--- src/rtl/fmsep_pkg.sv ---
package fmsep_pkg;
  typedef struct packed {
    logic rise;
    logic fall;
  } pulse_edge_t;
endpackage

--- src/rtl/fmsep_edge.sv ---
module fmsep_edge
  import fmsep_pkg::*;
(
  input  logic        clk,
  input  logic        rst,
  input  logic        clr,
  input  logic        pulse_in,
  output pulse_edge_t ev
);
  logic smp_q, smp_prev_q;

  always_ff @(posedge clk) begin
    if (rst || clr) begin
      smp_q      <= 1'b0;
      smp_prev_q <= 1'b0;
    end else begin
      smp_q      <= pulse_in;
      smp_prev_q <= smp_q;
    end
  end

  assign ev.rise = smp_q & ~smp_prev_q;
  assign ev.fall = ~smp_q & smp_prev_q;
endmodule

--- src/rtl/fmsep_window.sv ---
module fmsep_window
  import fmsep_pkg::*;
#(
  parameter int WIN_CYCLES = 29
) (
  input  logic        clk,
  input  logic        rst,
  input  logic        clr,
  input  pulse_edge_t ev,
  output logic        sep_clk,
  output logic        sep_data,
  output logic        cell_done,
  output logic        cell_data
);
  localparam int CW = $clog2(WIN_CYCLES + 1);
  localparam logic [CW-1:0] LOAD = CW'(WIN_CYCLES - 1);

  logic          open_q;
  logic [CW-1:0] cnt_q;
  logic          seen_q;   // data leading edge captured this window
  logic          taken_q;  // data trailing edge already reported
  logic          pending;

  assign pending = seen_q & ~taken_q;

  always_ff @(posedge clk) begin
    if (rst || clr) begin
      open_q    <= 1'b0;
      cnt_q     <= '0;
      seen_q    <= 1'b0;
      taken_q   <= 1'b0;
      sep_clk   <= 1'b0;
      sep_data  <= 1'b0;
      cell_done <= 1'b0;
      cell_data <= 1'b0;
    end else begin
      sep_clk   <= 1'b0;
      sep_data  <= 1'b0;
      cell_done <= 1'b0;
      if (open_q) begin
        if (cnt_q == '0) begin
          open_q    <= 1'b0;
          cell_done <= 1'b1;
          cell_data <= seen_q;
          if (!pending) begin
            seen_q  <= 1'b0;
            taken_q <= 1'b0;
          end
        end else begin
          cnt_q <= cnt_q - 1'b1;
          if (ev.rise && !seen_q) seen_q <= 1'b1;
        end
      end else if (ev.rise && !pending) begin
        open_q  <= 1'b1;
        cnt_q   <= LOAD;
        sep_clk <= 1'b1;
      end
      if (ev.fall && pending) begin
        sep_data <= 1'b1;
        if (open_q && cnt_q != '0) begin
          taken_q <= 1'b1;
        end else begin
          seen_q  <= 1'b0;
          taken_q <= 1'b0;
        end
      end
    end
  end
endmodule

--- src/rtl/fmsep_sync.sv ---
module fmsep_sync #(
  parameter int SYNC_CELLS = 2
) (
  input  logic clk,
  input  logic rst,
  input  logic clr,
  input  logic cell_done,
  input  logic cell_data,
  output logic synced
);
  localparam int SW = $clog2(SYNC_CELLS + 1);
  localparam logic [SW-1:0] LAST = SW'(SYNC_CELLS - 1);

  logic [SW-1:0] run_q;

  always_ff @(posedge clk) begin
    if (rst || clr) begin
      run_q  <= '0;
      synced <= 1'b0;
    end else if (cell_done && !synced) begin
      if (cell_data) begin
        run_q <= '0;
      end else if (run_q == LAST) begin
        synced <= 1'b1;
      end else begin
        run_q <= run_q + 1'b1;
      end
    end
  end
endmodule

--- src/rtl/fm_read_separator.sv ---
module fm_read_separator
  import fmsep_pkg::*;
#(
  parameter int WIN_CYCLES = 29,
  parameter int SYNC_CELLS = 2
) (
  input  logic clk,
  input  logic rst,
  input  logic head_loaded,
  input  logic write_en,
  input  logic pulse_in,
  output logic sep_clk,
  output logic sep_data,
  output logic synced
);
  logic        rd_clr;
  pulse_edge_t ev;
  logic        cell_done, cell_data;

  assign rd_clr = ~(head_loaded & ~write_en);

  fmsep_edge u_edge (
    .clk      (clk),
    .rst      (rst),
    .clr      (rd_clr),
    .pulse_in (pulse_in),
    .ev       (ev)
  );

  fmsep_window #(.WIN_CYCLES(WIN_CYCLES)) u_window (
    .clk       (clk),
    .rst       (rst),
    .clr       (rd_clr),
    .ev        (ev),
    .sep_clk   (sep_clk),
    .sep_data  (sep_data),
    .cell_done (cell_done),
    .cell_data (cell_data)
  );

  fmsep_sync #(.SYNC_CELLS(SYNC_CELLS)) u_sync (
    .clk       (clk),
    .rst       (rst),
    .clr       (rd_clr),
    .cell_done (cell_done),
    .cell_data (cell_data),
    .synced    (synced)
  );
endmodule

--- config.mk ---
export PLATFORM = sky130hd
export DESIGN_NAME = fm_read_separator
export DESIGN_NICKNAME = d
export VERILOG_FILES = /design/src/rtl/fmsep_pkg.sv /design/src/rtl/fmsep_edge.sv /design/src/rtl/fmsep_window.sv /design/src/rtl/fmsep_sync.sv /design/src/rtl/fm_read_separator.sv
export SDC_FILE = /design/constraint.sdc
export NUM_CORES = 1
export LEC_CHECK = 0
export ABC_CLOCK_PERIOD_IN_PS = 1900
export CAP_MARGIN = 20
export CORE_MARGIN = 4
export CORE_UTILIZATION = 52
export DETAILED_ROUTE_END_ITERATION = 6
export GPL_ROUTABILITY_DRIVEN = 0
export PLACE_DENSITY = 0.78
export SLEW_MARGIN = 20
export SYNTH_ARGS = -nofsm -noshare
export SYNTH_HDL_FRONTEND = slang
export SYNTH_SLANG_ARGS = --single-unit
--- constraint.sdc ---
create_clock -name clk -period 1.9 [get_ports clk]
set_input_delay 0.285 -clock clk [delete_from_list [all_inputs] [get_ports clk]]
set_output_delay 0.285 -clock clk [all_outputs]
set_load 0.05 [all_outputs]
# Yosys cells after proc, flatten, opt, wreduce, memory -nomap -nowiden

Index checks and enable logic that the tools add are counted.

Bitwise gates (word level): 11
Multiplexer cells: 21
Add/subtract/negate cells: 2
Reductions and logical operators: 21
Eq/ne operators: 4

Operator list:

| operator                                            | number |
|---|---|
| 2-to-1 mux 1 bit                                    | 16 |
| 2-to-1 mux 5 bit                                    | 3 |
| inverter 1 bit                                      | 7 |
| inequality test 2 bit, second input constant        | 3 |
| AND reduction 2 bit                                 | 3 |
| AND reduction 3 bit                                 | 2 |
| nonzero test 2 bit                                  | 3 |
| logical AND 1 bit                                   | 5 |
| zero test 5 bit                                     | 1 |
| nonzero test 5 bit                                  | 1 |
| subtractor 5 x 1 -> 5 bit, second input constant    | 1 |
| AND 1 bit                                           | 4 |
| 2-to-1 mux 2 bit                                    | 2 |
| OR reduction 2 bit                                  | 2 |
| zero test 1 bit                                     | 3 |
| adder 2 x 1 -> 2 bit, second input constant         | 1 |
| equality test 2 x 1 -> 1 bit, second input constant | 1 |
| logical OR 1 bit                                    | 1 |

Logic and storage cells: 71
Flip-flop bits (word level): 17
Output and inout bits: 3
Bits of input ports: 5

# Logic depth before layout (Yosys ltp)

Gate-level depths: netlist (run 1).

Word-level depth: 8
Mapped depth: 6
Gate-level depth less buffers: 5

# By module

Synthesis (run 1) repeated with hierarchy kept, for this count alone.

Cells, all modules: 76
Area, all modules: 747.0 µm²

Modules (own cells, without submodules):

| module            | seq. area each (µm²) | area an instance (µm²) | instances | cells each |
|---|---|---|---|---|
| fmsep_window      | 240.2                | 518.0                  | 1         | 54 |
| fmsep_sync        | 60.1                 | 145.1                  | 1         | 15 |
| fmsep_edge        | 40.0                 | 77.6                   | 1         | 6 |
| fm_read_separator | 0.0                  | 6.3                    | 1         | 1 |

# Worst setup path after synthesis (run 1)

OpenSTA, ideal clock, no wires.

Path kind: register to register
From: reg u_window.cnt_q[0]
To: reg u_window.cnt_q[0]
Setup slack: 0.297 ns
Data arrival time: 1.488 ns
Stages on the path, launching flop included: 7
Path buffers: 1
Required time: 1.785 ns
Clock period less this slack: 1.603 ns
Cell sequence: dfxtp_1 -> inv_1 -> ha_1 -> or4b_1 -> buf_2 -> and4_1 -> a31o_1

Cells in the longest elaborated chain, start to end: 3

Ends and longest elaborated chain:

| what                                                                | line                                   | source |
|---|---|---|
| start, declared                                                     | fmsep_window.sv:19                     | `logic [CW-1:0] cnt_q;` |
| start signal, assigned                                              | fmsep_window.sv:50                     | `cnt_q <= cnt_q - 1'b1;` |
| subtractor 5 x 1 -> 5 bit / zero test 5 bit (equally long branches) | fmsep_window.sv:50, fmsep_window.sv:41 |  |
| 2-to-1 mux 5 bit / inequality test 2 bit (equally long branches)    | --                                     |  |
| 2-to-1 mux 5 bit / AND reduction 2 bit (equally long branches)      | --                                     |  |

Parallel ways exist; a longest one is shown, timed or not. The select of a mux whose other input is x is not followed.
A chain may end at the register's enable or synchronous reset.

# Worst setup path in the final report (run 1)

From: reg u_sync.synced
To: out synced

RTL lines:

| what                   | line                    | source |
|---|---|---|
| start, declared        | fmsep_sync.sv:9         | `output logic synced` |
| start signal, assigned | fmsep_sync.sv:19        | `synced <= 1'b0;` |
| start signal, assigned | fmsep_sync.sv:24        | `synced <= 1'b1;` |
| end, declared          | fm_read_separator.sv:14 | `output logic synced` |

No word-level cell between the ends.

==> results.sh, run 1 <==
export IMPL_grt_max_degree=12
export IMPL_hp_class="reg -> reg"
export IMPL_drt_total_wl_um=1370
export IMPL_cts_clk_slew_worst_paths_ns=0.09
export IMPL_tns_ns=0
export IMPL_rsz0062_at_grt="no"
export IMPL_fmax_ghz=0.558
export IMPL_final_common_cell="dfxtp_1"
export IMPL_grt_usage_pct=16.7
export IMPL_antenna_cells=0
export IMPL_grt_pass1_wl_um=2460
export IMPL_crit_type="reg -> out"
export IMPL_dr_pass1_iters=4
export IMPL_die_w_um=46.0
export IMPL_cts_root_buf="clkbuf_4"
export IMPL_yosys_warnings=0
export IMPL_syn_area_sq_um=751
export IMPL_clock_skew_ns=0.00233
export IMPL_cp_num_buf_inv=1
export IMPL_cpLargestDelayFamily="buffers and inverters"
export IMPL_syn_avg_cell_area_sq_um=8.94
export IMPL_tritoncts="done"
export IMPL_clock_sinks=17
export IMPL_status="finished, final reports clean"
export IMPL_p_leak_uw=0.000286
export IMPL_clk_latency_ns=0.29
export IMPL_io_pins=8
export IMPL_portBuffers=7
export IMPL_core_area_sq_um=1330
export IMPL_power_density_nw_per_um2=658
export IMPL_path_cells="clkdlybuf4s50_1"
export IMPL_initial_core_util_pct=56.3
export IMPL_rows=13
export IMPL_crit_required_ns=1.62
export IMPL_via_per_inst=5.72
export IMPL_slew_limit_headroom_pct=62.2
export IMPL_hold_viol_final=0
export IMPL_fill_cells=114
export IMPL_cts_resized=0
export IMPL_drive_gt1_share_pct=6.38
export IMPL_slew_viol_final=0
export IMPL_cts_buffer_depth=2
export IMPL_dpl_instance_area_sq_um=846
export IMPL_ir_worst_vdd_v=0.000398
export IMPL_period_minus_slack_ns=1.79
export IMPL_synth_nets=91
export IMPL_post_route_period_util_pct=94.2
export IMPL_critPathArrivalTime_ns=1.51
export IMPL_h_tree_depth=1
export IMPL_crit_path_max_incr_delay_ns=0.82
export IMPL_antenna_left=0
export IMPL_ys_seq_area_share_pct=45.3
export IMPL_grt_overflow_total=0
export IMPL_drt_iter0_drc=7
export IMPL_die_area_sq_um=2120
export IMPL_synth_cell_types=28
export IMPL_via_count=623
export IMPL_dp_hpwl_um=1020
export IMPL_grt_pass1_vias=589
export IMPL_end_kind="output port"
export IMPL_ctsHoldBuffers=0
export IMPL_syn_inst=84
export IMPL_tightest_slew_ns=0.564
export IMPL_cts_inserted_buffers=3
export IMPL_grt_antenna_before_repair=0
export IMPL_stdcell_area_sq_um=872
export IMPL_wl_per_cell_um=12.5
export IMPL_drc=0
export IMPL_finalNetCount=102
export IMPL_yosys_register_bits=17
export IMPL_post_cts_buffers=0
export IMPL_crit_path_top_delay_cell="clkdlybuf4s50_1"
export IMPL_start_kind="register"
export IMPL_fp_dieH_um=46.0
export IMPL_cap_violations=0
export IMPL_syn_to_final_growth_pct=16.2
export IMPL_finalSetupViolations=0
export IMPL_final_cell_mix="17 x dfxtp_1, 8 x inv_1, 7 x a21oi_1, 7 x clkdlybuf4s50_1, 6 x nand2_1"
export IMPL_critPathMaxFanout=5
[synth_stat cells]
cell type  count  area share, %
nor4bb_1       2            2.7
nor4b_1        3            3.5
and4_1         1            1.2
and2_1         5            4.2
nand3_1        2            1.3
a311o_1        1            1.3
buf_2          1           0.67
nand4b_1       1            1.2
nor2b_1        1           0.83
o211ai_1       2            2.0
nand2_1        6            3.0
clkbuf_1       3            1.5
nand4bb_1      1            1.5
or4b_1         1            1.3
nor3b_1        2            2.0
nor2_1         3            1.5
dfxtp_1       17             45
ha_1           2            3.3
a21oi_1        7            4.7
nand2b_1       1           0.83
a31oi_1        3            2.5
a31o_1         2            2.3
nor3_1         2            1.3
o21ai_0        4            2.7
inv_1          8            4.0
nand4_1        1           0.83
or3b_1         1            1.2
a41o_1         1            1.3
[final timing paths]
check | cells after the start | slack, ns | start | to
worst min register to register | 2 | 0.47 | u_sync.run_q[1]$_SDFFE_PP0P_ | u_sync.run_q[1]$_SDFFE_PP0P_
worst max-delay path | 1 | 0.11 | u_sync.synced$_SDFFE_PP0P_ | synced
worst min-delay path | 2 | 0.47 | u_sync.run_q[1]$_SDFFE_PP0P_ | u_sync.run_q[1]$_SDFFE_PP0P_
worst max register to register | 5 | 0.13 | u_window.cnt_q[0]$_SDFFE_PP0P_ | u_window.cnt_q[0]$_SDFFE_PP0P_
[where the power goes]
group / total, uW / internal, uW / switching [uW]
logic: 23.5 / 13.7 / 9.84
registers: 359 / 357 / 1.45
clock network: 192 / 81.8 / 110
total: 574 / 453 / 121
[per-stage QoR]
step	setup WS [ns]	std cells	total power [uW]	hold slack, ns	util, %
final	0.109	109	574	0.473	65.4
after global routing	0.0427	109	594	0.499	65.4
after CTS	0.107	109	577	0.474	65.4
after detailed placement	0.159	105	391	0.460	63.4
after global placement	0.212	105	390	0.458	63.4
after floorplan	0.297	84	377	0.407	-
[metal layers]
layer / global-route usage (%) / share of wire, % / vias up
met5: 0 / 0 / -
met4: 10.2 / 2.9 / 0
met3: 4.74 / 3.5 / 5
met2: 28.0 / 47 / 9
met1: 18.1 / 46 / 284
li1: - / - / 325
[sequential cells by signal, indices dropped and copies added, names as in the netlist]
| register | cells |
|---|---|
| u_window.cnt_q | 5 |
| u_sync.run_q | 2 |
| u_edge.smp_prev_q | 1 |
| u_edge.smp_q | 1 |
| u_sync.synced | 1 |
| u_window.cell_data | 1 |
| u_window.cell_done | 1 |
| u_window.open_q | 1 |
| u_window.seen_q | 1 |
| u_window.sep_clk | 1 |
| u_window.sep_data | 1 |
| u_window.taken_q | 1 |
[final cells by class]
class,instances,area (sq um),share of cell area (%)
repair buffers,10,92.6,10.6
inverters,8,30.0,3.44
multi-input cells,55,364,41.8
flip-flops and latches,17,340,39.0
well taps,15,18.8,2.15
clock buffers,4,26.3,3.01
[cells by family after synthesis]
family / Yosys count / synth area share [%]
flops: 17 / 45.3
compound gates: 20 / 16.8
simple gates: 33 / 28.3
fa+ha+maj: 2 / 3.33
buf+inv: 12 / 6.17
Power figures use the tool's default switching activity.
==> inputs of run 2 (changes only) <==
Settings changed: ABC_AREA set to 1, CORE_UTILIZATION 52 to 53, PLACE_DENSITY 0.78 to 0.79, SLEW_MARGIN 20 to unset.
==> results.sh, run 2 <==
export IMPL_status="finished, final reports clean"
export IMPL_antenna_cells=0
export IMPL_reg2reg_setup_slack_ns=0.64
export IMPL_cts_buffer_depth=2
export IMPL_drt_iter0_drc=8
export IMPL_synth_top_cell_by_area="dfxtp_1"
export IMPL_crit_end="synced"
export IMPL_cp_num_buf_inv=1
export IMPL_hold_viol_final=0
export IMPL_yosys_warnings=0
export IMPL_rsz0062_at_grt="no"
export IMPL_critPathArrivalTime_ns=1.42
export IMPL_grt_antenna_before_repair=0
export IMPL_tritoncts="done"
export IMPL_slew_limit_headroom_pct=66.8
export IMPL_initial_core_util_pct=58.6
export IMPL_path_cells="clkdlybuf4s50_1"
export IMPL_yosys_register_bits=17
export IMPL_grt_overflow_total=0
export IMPL_end_kind="output port"
export IMPL_fp_dieH_um=46.9
export IMPL_cts_clk_slew_worst_paths_ns=0.09
export IMPL_syn_avg_cell_area_sq_um=7.55
export IMPL_regArea_sq_um=340
export IMPL_crit_path_top_delay_cell="clkdlybuf4s50_1"
export IMPL_hp_class="reg -> reg"
export IMPL_tightest_slew_ns=0.496
export IMPL_wl_per_cell_um=9.33
export IMPL_p_leak_uw=0.000371
export IMPL_via_count=629
export IMPL_clock_sinks=17
export IMPL_critPathMaxFanout=2
export IMPL_io_pins=8
export IMPL_h_tree_depth=1
export IMPL_synth_ff_type="dfxtp_1"
export IMPL_portBuffers=7
export IMPL_stdcell_area_sq_um=893
export IMPL_grt_usage_pct=14.7
export IMPL_post_cts_buffers=0
export IMPL_rows=13
export IMPL_fill_cells=127
export IMPL_syn_inst=106
export IMPL_drive_gt1_share_pct=11.3
export IMPL_worst_path_stages=1
export IMPL_grt_max_degree=13
export IMPL_core_area_sq_um=1370
export IMPL_die_w_um=46.9
export IMPL_dr_pass1_iters=4
export IMPL_power_density_nw_per_um2=639
export IMPL_cpLargestDelayFamily="buffers and inverters"
export IMPL_dp_hpwl_um=928
export IMPL_r2r_start="u_window.cnt_q[0]$_SDFFE_PP0P_"
export IMPL_synth_edff_count=0
export IMPL_ctsHoldBuffers=0
export IMPL_final_common_cell="nor2_1"
export IMPL_crit_required_ns=1.62
export IMPL_synthTopCellsByArea="dfxtp_1 43%, nor2_1 8.4%, inv_1 8.0%, nand3_1 6.9%, nand2_1 6.6%"
export IMPL_clk_latency_ns=0.28
export IMPL_start_kind="register"
export IMPL_tns_ns=0
export IMPL_async_reset_ff_share_pct=0
export IMPL_crit_start="u_sync.synced$_SDFFE_PP0P_"
export IMPL_clock_skew_ns=0.00383
export IMPL_post_route_period_util_pct=89.5
export IMPL_drc=0
export IMPL_syn_to_final_growth_pct=11.6
export IMPL_antenna_left=0
export IMPL_synth_cell_types=20
export IMPL_synth_most_common_cell="nor2_1"
export IMPL_grt_pass1_vias=595
export IMPL_finalNetCount=123
export IMPL_ir_worst_vdd_v=0.000381
export IMPL_yosys_top_cells_count="18 x nor2_1, 17 x dfxtp_1, 17 x inv_1"
export IMPL_cts_root_buf="clkbuf_4"
export IMPL_via_per_inst=4.84
export IMPL_reg_largest_list="u_window.cnt_q: 5 flops, u_sync.run_q: 2 flops"
export IMPL_syn_area_sq_um=801
export IMPL_largest_register="u_window.cnt_q"
export IMPL_ys_seq_area_share_pct=42.5
export IMPL_reg2reg_depth=7
export IMPL_worst_slack_ns=0.199
export IMPL_crit_type="reg -> out"
export IMPL_crit_path_max_incr_delay_ns=0.80
export IMPL_die_area_sq_um=2200
export IMPL_final_cell_mix="18 x nor2_1, 17 x inv_1, 17 x dfxtp_1"
export IMPL_drt_total_wl_um=1210
export IMPL_finalSetupViolations=0
export IMPL_multi_input_area_sq_um=365
export IMPL_cap_violations=0
export IMPL_slew_viol_final=0
export IMPL_fmax_ghz=0.588
export IMPL_cts_resized=0
export IMPL_cts_inserted_buffers=3
export IMPL_pre_cts_ws_ns=0.462
export IMPL_dpl_instance_area_sq_um=867
export IMPL_largest_reg_flops=5
export IMPL_synth_top_area_share_pct=42.5
export IMPL_synth_nets=113
export IMPL_r2r_end="u_window.cnt_q[0]$_SDFFE_PP0P_"
export IMPL_period_minus_slack_ns=1.70
export IMPL_grt_pass1_wl_um=2290
-- run 2: cell count changes in the layout (fill, tap and decap cells not counted), moves of 3 or more --
cell,previous run,this run
buf_4,3,0
and2_1,5,0
nor2_1,3,18
nand2_1,6,14
inv_1,8,17
nand3_1,2,11
a31oi_1,3,0
nor4b_1,3,0
-- run 2: worst min path at each step --
stage / from / end / slack, ns / depth (start not counted)
after global placement: u_sync.run_q[1]$_SDFFE_PP0P_ / u_sync.run_q[1]$_SDFFE_PP0P_ / 0.45 / 2
after floorplan: pulse_in / u_edge.smp_q$_SDFF_PP0_ / 0.40 / 2
after CTS: u_sync.run_q[1]$_SDFFE_PP0P_ / u_sync.run_q[1]$_SDFFE_PP0P_ / 0.47 / 2
after detailed placement: u_sync.run_q[1]$_SDFFE_PP0P_ / u_sync.run_q[1]$_SDFFE_PP0P_ / 0.45 / 2
after global routing: u_sync.run_q[0]$_SDFFE_PP0P_ / u_sync.run_q[0]$_SDFFE_PP0P_ / 0.51 / 2
final: u_sync.run_q[1]$_SDFFE_PP0P_ / u_sync.run_q[1]$_SDFFE_PP0P_ / 0.46 / 2
-- run 2: power by group --
group,switching (uW),internal (uW),total [uW]
logic,14.1,12.7,26.8
registers,1.06,357,358
clock network,104,81.6,186
-- run 2: metal layers --
layer  GRT usage (%)  vias to the layer above  wire length (um)
met5               0                        -                 0
met4            8.29                        0                18
met3            3.45                        2                35
met2            23.6                        6               573
met1            17.9                      274               585
li1                -                      347                 -
-- run 2: final cells by class --
class | count | area share (%)
multi-input combinational | 68 | 40.9
tap | 15 | 2.10
inverter | 19 | 8.12
sequential | 17 | 38.1
timing repair buffer | 7 | 7.84
clock buffer | 4 | 2.94
-- run 2: logic make-up after synthesis --
family / share of synthesized area, %
AOI/OAI and AO/OA: 8.12
adders and majority gates: 3.12
and+or+nand+nor: 34.4
DFF: 42.5
buffers and inverters: 11.9
-- run 2: through the flow --
stage / util, % / total power (uW) / cells / hold WS (ns)
CTS: 65.4 / 588 / 130 / 0.468
global route: 65.4 / 602 / 130 / 0.506
finish: 65.4 / 571 / 130 / 0.461
global placement: 63.5 / 393 / 126 / 0.447
floorplan: - / 383 / 106 / 0.397
detailed placement: 63.5 / 394 / 126 / 0.453
==> inputs of run 3 (changes only) <==
Settings changed: CORE_UTILIZATION 53 to 58, DONT_BUFFER_PORTS set to 1, PLACE_DENSITY 0.79 to 0.78.
==> results.sh, run 3 (same netlist as run 2, synthesis figures left out) <==
export IMPL_syn_to_final_growth_pct=3.91
export IMPL_slew_limit_headroom_pct=68.6
export IMPL_portBuffers=0
export IMPL_slew_viol_final=0
export IMPL_antenna_left=0
export IMPL_final_common_cell="nor2_1"
export IMPL_reg2reg_setup_slack_ns=0.63
export IMPL_hp_start="pulse_in"
export IMPL_ctsHoldBuffers=0
export IMPL_fp_dieH_um=45.2
export IMPL_cts_buffer_depth=2
export IMPL_grt_antenna_before_repair=0
export IMPL_antenna_cells=0
export IMPL_die_w_um=45.2
export IMPL_finalPower_uw=566
export IMPL_critPathArrivalTime_ns=1.46
export IMPL_whs_path_depth=2
export IMPL_rows=13
export IMPL_start_kind="register"
export IMPL_core_area_sq_um=1300
export IMPL_ir_worst_vdd_v=0.000336
export IMPL_wl_per_cell_um=10.4
export IMPL_end_kind="register"
export IMPL_finalSetupViolations=0
export IMPL_grt_pass1_vias=533
export IMPL_crit_required_ns=2.09
export IMPL_stdcell_area_sq_um=832
export IMPL_worst_slack_ns=0.630
export IMPL_period_minus_slack_ns=1.27
export IMPL_via_count=631
export IMPL_drt_iter0_drc=19
export IMPL_io_pins=8
export IMPL_h_tree_depth=1
export IMPL_cap_violations=0
export IMPL_holdPathEnd="u_edge.smp_q$_SDFF_PP0_"
export IMPL_clock_sinks=17
export IMPL_pre_cts_ws_ns=0.654
export IMPL_post_cts_buffers=0
export IMPL_grt_pass1_wl_um=2190
export IMPL_tritoncts="done"
export IMPL_grt_usage_pct=15.3
export IMPL_clk_latency_ns=0.29
export IMPL_grt_overflow_total=0
export IMPL_dp_hpwl_um=964
export IMPL_reg_largest_list="u_window.cnt_q: 5 flops, u_sync.run_q: 2 flops"
export IMPL_final_util_pct=63.9
export IMPL_cts_root_buf="clkbuf_4"
export IMPL_critPathMaxFanout=5
export IMPL_initial_core_util_pct=61.5
export IMPL_drive_gt1_share_pct=13.8
export IMPL_crit_type="reg -> reg"
export IMPL_reg2reg_depth=7
export IMPL_rsz0062_at_grt="no"
export IMPL_via_per_inst=5.09
export IMPL_hold_viol_final=0
export IMPL_r2r_end="u_window.cnt_q[0]$_SDFFE_PP0P_"
export IMPL_clock_skew_ns=0.00150
export IMPL_drt_total_wl_um=1290
export IMPL_hp_class="in -> reg"
export IMPL_fmax_ghz=0.787
export IMPL_largest_register="u_window.cnt_q"
export IMPL_p_leak_uw=0.000353
export IMPL_dr_pass1_iters=4
export IMPL_drc=0
export IMPL_final_cell_mix="18 x nor2_1, 17 x inv_1, 17 x dfxtp_1"
export IMPL_power_density_nw_per_um2=680
export IMPL_r2r_start="u_window.cnt_q[0]$_SDFFE_PP0P_"
export IMPL_grt_max_degree=13
export IMPL_status="finished, final reports clean"
export IMPL_post_route_period_util_pct=66.8
export IMPL_cts_inserted_buffers=3
export IMPL_die_area_sq_um=2040
export IMPL_finalNetCount=117
export IMPL_largest_reg_flops=5
export IMPL_tns_ns=0
export IMPL_tightest_slew_ns=0.471
export IMPL_cts_clk_slew_worst_paths_ns=0.10
export IMPL_cts_resized=0
export IMPL_dpl_instance_area_sq_um=805
-- run 3: cell count changes in the layout (fill, tap and decap cells not counted), sizes merged --
cell / change
buf: +1
clkdlybuf4s50: -7
clkinv: +1
clkbuf: -1
-- run 3: final cells by class --
class / instances / area [sq um]
clock inverters: 1 / 5.00
flip-flops and latches: 17 / 340
repair buffers: 1 / 7.51
clock buffers: 3 / 22.5
fillers: 114 / 469
well taps: 15 / 18.8
inverters: 19 / 72.6
multi-input cells: 68 / 365
-- run 3: how the worst max path moves through the flow --
stage / from / to / cells past startpoint
floorplan: u_window.cnt_q[0]$_SDFFE_PP0P_ / u_window.cnt_q[0]$_SDFFE_PP0P_ / 8
global placement: u_window.cnt_q[0]$_SDFFE_PP0P_ / u_window.cnt_q[0]$_SDFFE_PP0P_ / 7
detailed placement: u_window.cnt_q[0]$_SDFFE_PP0P_ / u_window.cnt_q[0]$_SDFFE_PP0P_ / 7
CTS: u_window.cnt_q[0]$_SDFFE_PP0P_ / u_window.cnt_q[0]$_SDFFE_PP0P_ / 7
global route: u_window.cnt_q[0]$_SDFFE_PP0P_ / u_window.cell_data$_SDFFE_PP0P_ / 5
finish: u_window.cnt_q[0]$_SDFFE_PP0P_ / u_window.cnt_q[0]$_SDFFE_PP0P_ / 7
-- run 3: critical path, cell delays in order, from the launching register on --
cell and delay [ns]:
dfxtp_1 0.32, inv_1 0.11, ha_1 0.24, nand3_2 0.15, nand2_4 0.13, inv_1 0.06
o21ai_1 0.12, nor2_1 0.05
-- run 3: per-layer routing --
layer  vias up  GRT usage [%]  wire length, um  share of wire [%]
li1        338              -                -                  -
met1       280           19.1              612                 47
met2         9           22.9              600                 46
met3         4           3.59               42                3.3
met4         0           10.5               36                2.8
met5         -              0                0                  0
-- run 3: where the power goes --
part           internal, uW  switching [uW]
clock                  78.2             111
sequential              357            1.55
combinational          5.49            12.0
total                   441             125
-- run 3: metrics by stage --
step | hold WS [ns] | cells
5_1_grt | 0.0929 | 124
2_1_floorplan | 0.397 | 106
3_5_place_dp | 0.405 | 120
4_1_cts | 0.0914 | 124
6_report | 0.0959 | 124
3_3_place_gp | 0.398 | 120
